$ cat config.mk
export PLATFORM = sky130hd
export DESIGN_NAME = mux_ad_port
export DESIGN_NICKNAME = d
export VERILOG_FILES = /design/src/rtl/mux_ad_pkg.sv /design/src/rtl/mux_ad_seq.sv /design/src/rtl/mux_ad_pinmux.sv /design/src/rtl/mux_ad_port.sv
export SDC_FILE = /design/constraint.sdc
export NUM_CORES = 1
export LEC_CHECK = 0
export BUFFER_PORTS_ARGS = -buffer_cell sky130_fd_sc_hd__buf_2
export CORE_AREA = 2 2 79 100
export CTS_CLUSTER_SIZE = 25
export DETAILED_ROUTE_END_ITERATION = 12
export DIE_AREA = 0 0 81 102
export GPL_ROUTABILITY_DRIVEN = 0
export PLACE_DENSITY = 0.84
export SYNTH_ARGS = -nofsm -noshare
export SYNTH_HDL_FRONTEND = slang
export SYNTH_SLANG_ARGS = --single-unit
$ cat constraint.sdc
create_clock -name clk -period 3.5 [get_ports clk]
set_input_delay 0 -clock clk [delete_from_list [all_inputs] [get_ports clk]]
set_output_delay 0 -clock clk [all_outputs]
set_load 0.005 [all_outputs]
$ cat src/rtl/mux_ad_pkg.sv
package mux_ad_pkg;

    localparam int PIN_W  = 16;
    localparam int ADDR_W = 24;
    localparam int HALF_W = PIN_W / 2;
    localparam int GRP_SZ = 4;
    localparam int N_GRP  = PIN_W / GRP_SZ;

    typedef enum logic [1:0] {
        PH_IDLE = 2'd0,
        PH_ADDR = 2'd1,
        PH_DATA = 2'd2,
        PH_HOLD = 2'd3
    } phase_e;

    typedef struct packed {
        logic              wide;
        logic              we;
        logic [ADDR_W-1:0] addr;
        logic [PIN_W-1:0]  wdata;
    } xfer_t;

    // Pin word during the strobe (address) phase
    function automatic logic [PIN_W-1:0] addr_word(input xfer_t x);
        if (x.wide) return x.addr[PIN_W-1:0];
        return {x.addr[ADDR_W-1:PIN_W], x.addr[PIN_W-1:HALF_W]};
    endfunction

    // Pin word during the data phase
    function automatic logic [PIN_W-1:0] data_word(input xfer_t x);
        if (x.wide) return x.wdata;
        return {x.addr[HALF_W-1:0], x.wdata[HALF_W-1:0]};
    endfunction

    // Enables during the data phase
    function automatic logic [PIN_W-1:0] data_oe(input xfer_t x);
        if (x.we)   return {PIN_W{1'b1}};
        if (x.wide) return {PIN_W{1'b0}};
        return {{HALF_W{1'b1}}, {HALF_W{1'b0}}};
    endfunction

    // Read result formatting
    function automatic logic [PIN_W-1:0] read_word(input logic wide, input logic [PIN_W-1:0] pins);
        if (wide) return pins;
        return {{HALF_W{1'b0}}, pins[HALF_W-1:0]};
    endfunction

endpackage

$ cat src/rtl/mux_ad_seq.sv
module mux_ad_seq
    import mux_ad_pkg::*;
#(
    parameter int LEN_W = 4
) (
    input  logic                  clk,
    input  logic                  rst,
    input  logic                  port_off,
    input  logic                  req,
    input  logic                  req_we,
    input  logic                  req_wide,
    input  logic [ADDR_W-1:0]     req_addr,
    input  logic [PIN_W-1:0]      req_wdata,
    input  logic [LEN_W-1:0]      addr_len,
    input  logic [LEN_W-1:0]      data_len,
    input  logic [PIN_W-1:0]      ad_i,
    output phase_e                phase,
    output xfer_t                 xfer,
    output logic                  ready,
    output logic                  ack,
    output logic                  err,
    output logic [PIN_W-1:0]      rdata
);

    phase_e            phase_q;
    xfer_t             xfer_q;
    logic [LEN_W-1:0]  cnt_q;
    logic [LEN_W-1:0]  dlen_q;
    logic              err_q;
    logic [PIN_W-1:0]  rdata_q;

    always_ff @(posedge clk) begin
        if (rst) begin
            phase_q <= PH_IDLE;
            xfer_q  <= '0;
            cnt_q   <= '0;
            dlen_q  <= '0;
            err_q   <= 1'b0;
            rdata_q <= '0;
        end else begin
            err_q <= 1'b0;
            unique case (phase_q)
                PH_IDLE: begin
                    if (req) begin
                        if (port_off) begin
                            err_q <= 1'b1;
                        end else begin
                            xfer_q.wide  <= req_wide;
                            xfer_q.we    <= req_we;
                            xfer_q.addr  <= req_addr;
                            xfer_q.wdata <= req_wdata;
                            dlen_q       <= data_len;
                            cnt_q        <= addr_len;
                            phase_q      <= PH_ADDR;
                        end
                    end
                end
                PH_ADDR: begin
                    if (cnt_q == '0) begin
                        cnt_q   <= dlen_q;
                        phase_q <= PH_DATA;
                    end else begin
                        cnt_q <= cnt_q - 1'b1;
                    end
                end
                PH_DATA: begin
                    if (cnt_q == '0) begin
                        phase_q <= PH_HOLD;
                        if (!xfer_q.we) rdata_q <= read_word(xfer_q.wide, ad_i);
                    end else begin
                        cnt_q <= cnt_q - 1'b1;
                    end
                end
                PH_HOLD: phase_q <= PH_IDLE;
                default: phase_q <= PH_IDLE;
            endcase
        end
    end

    assign phase = phase_q;
    assign xfer  = xfer_q;
    assign ready = (phase_q == PH_IDLE);
    assign ack   = (phase_q == PH_HOLD);
    assign err   = err_q;
    assign rdata = rdata_q;

    // hold is entered only from the data phase
    a_r2_hold_after_data: assert property (@(posedge clk) disable iff (rst)
        (phase_q == PH_HOLD) |-> ($past(phase_q) == PH_DATA));

    // acknowledge lasts one cycle
    a_r2_ack_single: assert property (@(posedge clk) disable iff (rst)
        ack |=> !ack);

    // a refusal leaves the sequencer idle
    a_r8_err_idle: assert property (@(posedge clk) disable iff (rst)
        err |-> ready);

    // the transfer descriptor is frozen while busy
    a_r11_xfer_stable: assert property (@(posedge clk) disable iff (rst)
        (!ready && !$past(ready)) |-> $stable(xfer_q));

    // read result changes only on entry to hold after a read
    a_r7_rdata_hold: assert property (@(posedge clk) disable iff (rst)
        !(phase_q == PH_HOLD && !xfer_q.we) |-> $stable(rdata_q));

endmodule

$ cat src/rtl/mux_ad_pinmux.sv
module mux_ad_pinmux
    import mux_ad_pkg::*;
(
    input  logic               clk,
    input  logic               rst,
    input  phase_e             phase,
    input  xfer_t              xfer,
    input  logic               port_off,
    input  logic [N_GRP-1:0]   flag_grp_en,
    input  logic [PIN_W-1:0]   flag_dir,
    input  logic [PIN_W-1:0]   flag_dout,
    input  logic [PIN_W-1:0]   ad_i,
    output logic [PIN_W-1:0]   flag_din,
    output logic [PIN_W-1:0]   ad_o,
    output logic [PIN_W-1:0]   ad_oe,
    output logic               ale,
    output logic               rd_n,
    output logic               wr_n
);

    logic [PIN_W-1:0] flag_val;
    logic [PIN_W-1:0] flag_oe;
    logic [PIN_W-1:0] bus_word;
    logic [PIN_W-1:0] bus_oe;
    logic             busy;

    // Flag mapping: pin p carries flag p XOR HALF_W
    for (genvar p = 0; p < PIN_W; p++) begin : g_pin
        localparam int F = p ^ HALF_W;
        assign flag_val[p] = flag_dout[F];
        assign flag_oe[p]  = port_off & flag_grp_en[F / GRP_SZ] & flag_dir[F];
        assign flag_din[F] = ad_i[p];
    end

    always_comb begin
        bus_word = '0;
        bus_oe   = '0;
        unique case (phase)
            PH_ADDR: begin
                bus_word = addr_word(xfer);
                bus_oe   = {PIN_W{1'b1}};
            end
            PH_DATA: begin
                bus_word = data_word(xfer);
                bus_oe   = data_oe(xfer);
            end
            default: begin
                bus_word = '0;
                bus_oe   = '0;
            end
        endcase
    end

    assign busy  = (phase != PH_IDLE);
    assign ad_o  = busy ? bus_word : flag_val;
    assign ad_oe = busy ? bus_oe   : flag_oe;
    assign ale   = (phase == PH_ADDR);
    assign rd_n  = !((phase == PH_DATA) && !xfer.we);
    assign wr_n  = !((phase == PH_DATA) &&  xfer.we);

    // a halfword read releases every pin while the read strobe is low
    a_r6_wide_read_release: assert property (@(posedge clk) disable iff (rst)
        (!rd_n && xfer.wide) |-> (ad_oe == '0));

    // a byte read never drives the low data lanes
    a_r4_byte_read_low_free: assert property (@(posedge clk) disable iff (rst)
        (!rd_n && !xfer.wide) |-> (ad_oe[HALF_W-1:0] == '0));

    // strobes are mutually exclusive
    a_r2_strobe_excl: assert property (@(posedge clk) disable iff (rst)
        $countones({ale, !rd_n, !wr_n}) <= 1);

endmodule

$ cat src/rtl/mux_ad_port.sv
module mux_ad_port
    import mux_ad_pkg::*;
#(
    parameter int LEN_W = 4
) (
    input  logic               clk,
    input  logic               rst,
    input  logic               port_off,
    input  logic [3:0]         flag_grp_en,
    input  logic [15:0]        flag_dir,
    input  logic [15:0]        flag_dout,
    output logic [15:0]        flag_din,
    input  logic               req,
    input  logic               req_we,
    input  logic               req_wide,
    input  logic [23:0]        req_addr,
    input  logic [15:0]        req_wdata,
    input  logic [LEN_W-1:0]   addr_len,
    input  logic [LEN_W-1:0]   data_len,
    output logic               ready,
    output logic               ack,
    output logic               err,
    output logic [15:0]        rdata,
    output logic [15:0]        ad_o,
    output logic [15:0]        ad_oe,
    input  logic [15:0]        ad_i,
    output logic               ale,
    output logic               rd_n,
    output logic               wr_n
);

    phase_e phase;
    xfer_t  xfer;

    mux_ad_seq #(.LEN_W(LEN_W)) u_seq (
        .clk       (clk),
        .rst       (rst),
        .port_off  (port_off),
        .req       (req),
        .req_we    (req_we),
        .req_wide  (req_wide),
        .req_addr  (req_addr),
        .req_wdata (req_wdata),
        .addr_len  (addr_len),
        .data_len  (data_len),
        .ad_i      (ad_i),
        .phase     (phase),
        .xfer      (xfer),
        .ready     (ready),
        .ack       (ack),
        .err       (err),
        .rdata     (rdata)
    );

    mux_ad_pinmux u_pinmux (
        .clk         (clk),
        .rst         (rst),
        .phase       (phase),
        .xfer        (xfer),
        .port_off    (port_off),
        .flag_grp_en (flag_grp_en),
        .flag_dir    (flag_dir),
        .flag_dout   (flag_dout),
        .ad_i        (ad_i),
        .flag_din    (flag_din),
        .ad_o        (ad_o),
        .ad_oe       (ad_oe),
        .ale         (ale),
        .rd_n        (rd_n),
        .wr_n        (wr_n)
    );

    // a refused request has no strobe activity
    a_r8_err_quiet: assert property (@(posedge clk) disable iff (rst)
        err |-> (!ale && rd_n && wr_n));

    // the latch strobe only starts from idle
    a_r2_ale_from_idle: assert property (@(posedge clk) disable iff (rst)
        $rose(ale) |-> $past(ready));

    // idle with the port on leaves the bus released
    a_r12_idle_release: assert property (@(posedge clk) disable iff (rst)
        (ready && !port_off) |-> (ad_oe == 16'h0000));

endmodule

==> reports/qor.csv <==
stage,metric,value,unit
route,DRC errors left,0,
clocking,H-Tree Depth,3,
timing,Fin. Hold Viols,0,
cells_and_area,area grow syn2layout,45.0,%
worst_setup_path,maximum fanout along the worst path,26,
power_and_ir_drop,Pwr per Cell Area,552,nW/um^2
worst_setup_path,Worst R2R Path Depth,6,
synthesis,ys async rst share,0,%
placed_design,dpl hpwl,7320,um
synthesis,post-synth cell types,33,
synthesis,cells after synthesis,465,
worst_setup_path,Setup crit end kind,output pin,
placed_design,dpl cell area,4280,um^2
timing,final setup margin,0.577,ns
clocking,Worst-path clk slew,0.07,ns
route,DR top layer,met4,
global_route,initial antenna violation count,0,
die,Die W,81,um
placed_design,post-place setup slack,1.03,ns
global_route,pin count of the biggest net entering global routing,47,
worst_setup_path,worst path arrival time,2.92,ns
synthesis,number of synthesized flops with an enable pin,0,
clocking,clock sink count,69,
worst_setup_path,CP required,3.50,ns
route,initial DRC count,175,
power_and_ir_drop,Lkg Pwr,2.34,nW
worst_setup_path,"Worst Path Class, Setup",reg -> out,
route,Routed WL per cell,14.8,um
global_route,first-pass GRT wire length,17300,um
synthesis,Post-synth top flop,dfxtp_1,
synthesis,syn_area_per_cell,7.61,um^2
global_route,vias in the first global route,4016,
timing,Slew headroom,38.4,%
die,Die Ht,102,um
timing,RSZ-0062 raised after global routing,no,
timing,clk_skew,0.00502,ns
global_route,GRT overflow,0,
clocking,worst-skew pair later-pin latency,0.34,ns
timing,Slew Limit Fails,0,
timing,final setup vio count,0,
worst_setup_path,RR Startpoint,u_seq.phase[1]$_SDFFE_PP0P_,
route,drt first pass iters,4,
timing,min cycle time layout,2.92,ns
min_path,Hold/Removal Path Class,in -> reg,
die,die area,8260,um^2
synthesis,Synth Warn #,0,
worst_setup_path,Startpoint Class,flip-flop,
timing,final worst-path cycle share,83.5,%
timing,Sum Neg Setup Slack,0,ns
route,M1 wire length,4180,um
timing,worst-margin pin slew,0.924,ns
route,DR WL met2,6100,um
power_and_ir_drop,Worst VDD drop,387,uV
outcome,status,"finished, final reports clean",
cells_and_area,Layout fillers,588,
cells_and_area,fraction of layout cells with a size suffix above 1,29.3,%
cells_and_area,Nets,784,
job,# Max-Cap Violations,0,
die,row count,35,
min_path,min-delay src,addr_len[2],
clocking,CTS tree,done,
clocking,clk root buf,clkbuf_8,
cells_and_area,n_diodes,0,
clocking,CTS buffer count,9,
die,total core area,7270,um^2
cells_and_area,final instance area,5130,um^2
route,met3 wire length,541,um
min_path,Hold Crit Depth,4,
synthesis,number of synthesized register bits,69,
synthesis,sequential share of the synthesized area,39.0,%
clocking,"buffers from clock root to sink, at most",2,
global_route,GRT Total Usage,27.1,%
placed_design,Port Buffers,175,
route,final WL,11300,um
power_and_ir_drop,overall power,0.00284,W
route,vias,4050,
route,Detail Route Antenna Nets,0,
clocking,Post-CTS Resized,0,
worst_setup_path,crit path launch,u_seq.phase[1]$_SDFFE_PP0P_,
route,routed vias/inst,5.28,
die,initial core utilization,48.7,%
timing,f_max,0.342,GHz
synthesis,Synth Cell Area,3540,um^2
die,Ports,176,
clocking,"Setup Fix Bufs, Post-CTS",0,
synthesis,Synth Net Count,578,
[stage by stage]
step / hold slack (ns) / std cells / util (%)
6_report: 0.0583 / 767 / 70.6
5_1_grt: 0.0580 / 767 / 70.6
4_1_cts: 0.0469 / 767 / 70.6
3_5_place_dp: 0.181 / 687 / 58.9
3_3_place_gp: 0.181 / 687 / 58.9
2_1_floorplan: 0.0808 / 465 / -
[registers in the layout (all words and copies together), names as in the netlist]
register	count
u_seq.err	1
u_seq.phase	2
u_seq.dlen_q	4
u_seq.cnt_q	4
u_seq.rdata	16
u_seq.xfer	42
[cells by family (layout without fill, tap and decap cells)]
kind of cell,count (synthesis),count (layout),synth area share [%]
DFF,69,69,39.0
AOI/OAI and AO/OA,127,127,21.5
and+or+nand+nor,179,179,20.9
buffers and inverters,56,266,8.55
adders and majority gates,7,7,2.47
muxes,25,25,7.07
xor gates and xnor gates,2,2,0.495
[where the power goes]
part | internal, W | switching (W) | total [W] | leakage (nW)
Combinational | 0.000509 | 0.000700 | 0.00121 | 1.67
Clock | 0.000361 | 0.000288 | 0.000649 | 0.101
Sequential | 0.000886 | 0.0000925 | 0.000978 | 0.562
Total | 0.00176 | 0.00108 | 0.00284 | 2.34
[repair_timing]
action,in CTS,in global routing
hold buffers,65,0
setup endpoints to repair,0,0
hold endpoints to repair,64,0
[worst paths after layout]
check	slack [ns]	end
min reg2reg	0.45	u_seq.rdata[8]$_SDFFE_PP0P_
max	0.58	ad_oe[1]
min	0.06	u_seq.cnt_q[2]$_SDFFE_PP0P_
max reg2reg	0.95	u_seq.xfer[38]$_SDFFE_PP0P_
[worst max-delay path, stage by stage (launching register included)]
cell,delay (ns)
dfxtp_1,0.34
inv_1,0.12
ha_1,0.78
inv_1,0.23
nand2_1,0.48
a21oi_1,0.26
a21o_1,0.25
buf_2,0.12
[cell usage after synthesis, types with 2 or more instances]
cell type  count  area share, %
a21o_1        17            3.6
a21oi_1       72             10
a32o_1         3           0.85
and3_1         4           0.71
buf_2         17            2.4
buf_4         17            3.6
clkbuf_1      12            1.3
dfxtp_1       69             39
ha_1           7            2.5
inv_1          8           0.85
mux2i_1       25            7.1
nand2_1      134             14
nand2b_1       3           0.53
nand3_1       12            1.7
nor2_1        16            1.7
nor3_1         5           0.71
o211ai_1       3           0.64
o21ai_0       18            2.5
o22a_1         8            2.0
xnor2_1        2           0.49
[final cells by class]
class / instances / area (um^2) / area share [%]
clock buffer: 11 / 151 / 2.95
sequential: 69 / 1380 / 26.9
clock inverter: 4 / 47.5 / 0.926
inverter: 9 / 33.8 / 0.658
tap: 92 / 115 / 2.24
multi-input combinational: 340 / 1860 / 36.3
timing repair buffer: 242 / 1540 / 30.0
[layout by cell type, fill, tap and decap left out, drive strengths merged, types with 2 or more instances in the layout]
cell type / synthesis / final
inv: 8 / 8
ha: 7 / 7
and3: 4 / 4
clkinv: 1 / 3
nand2: 134 / 134
nand3: 12 / 12
dlygate4sd3: 0 / 65
o211ai: 3 / 3
nand2b: 3 / 3
a21oi: 72 / 72
a32o: 3 / 3
mux2i: 25 / 25
nor3: 5 / 5
a21o: 17 / 17
clkbuf: 12 / 11
buf: 35 / 177
o21ai: 18 / 18
xnor2: 2 / 2
nor2: 17 / 17
dfxtp: 69 / 69
o22a: 8 / 8
[layer usage]
| metal | vias up | global-route usage, % |
|---|---|---|
| met4 | 0 | 17.3 |
| met3 | 46 | 5.21 |
| li1 | 1971 | - |
| met2 | 157 | 49.7 |
| met5 | - | 0 |
| met1 | 1876 | 27.6 |
Note: power is estimated with default switching activity, not from simulation.
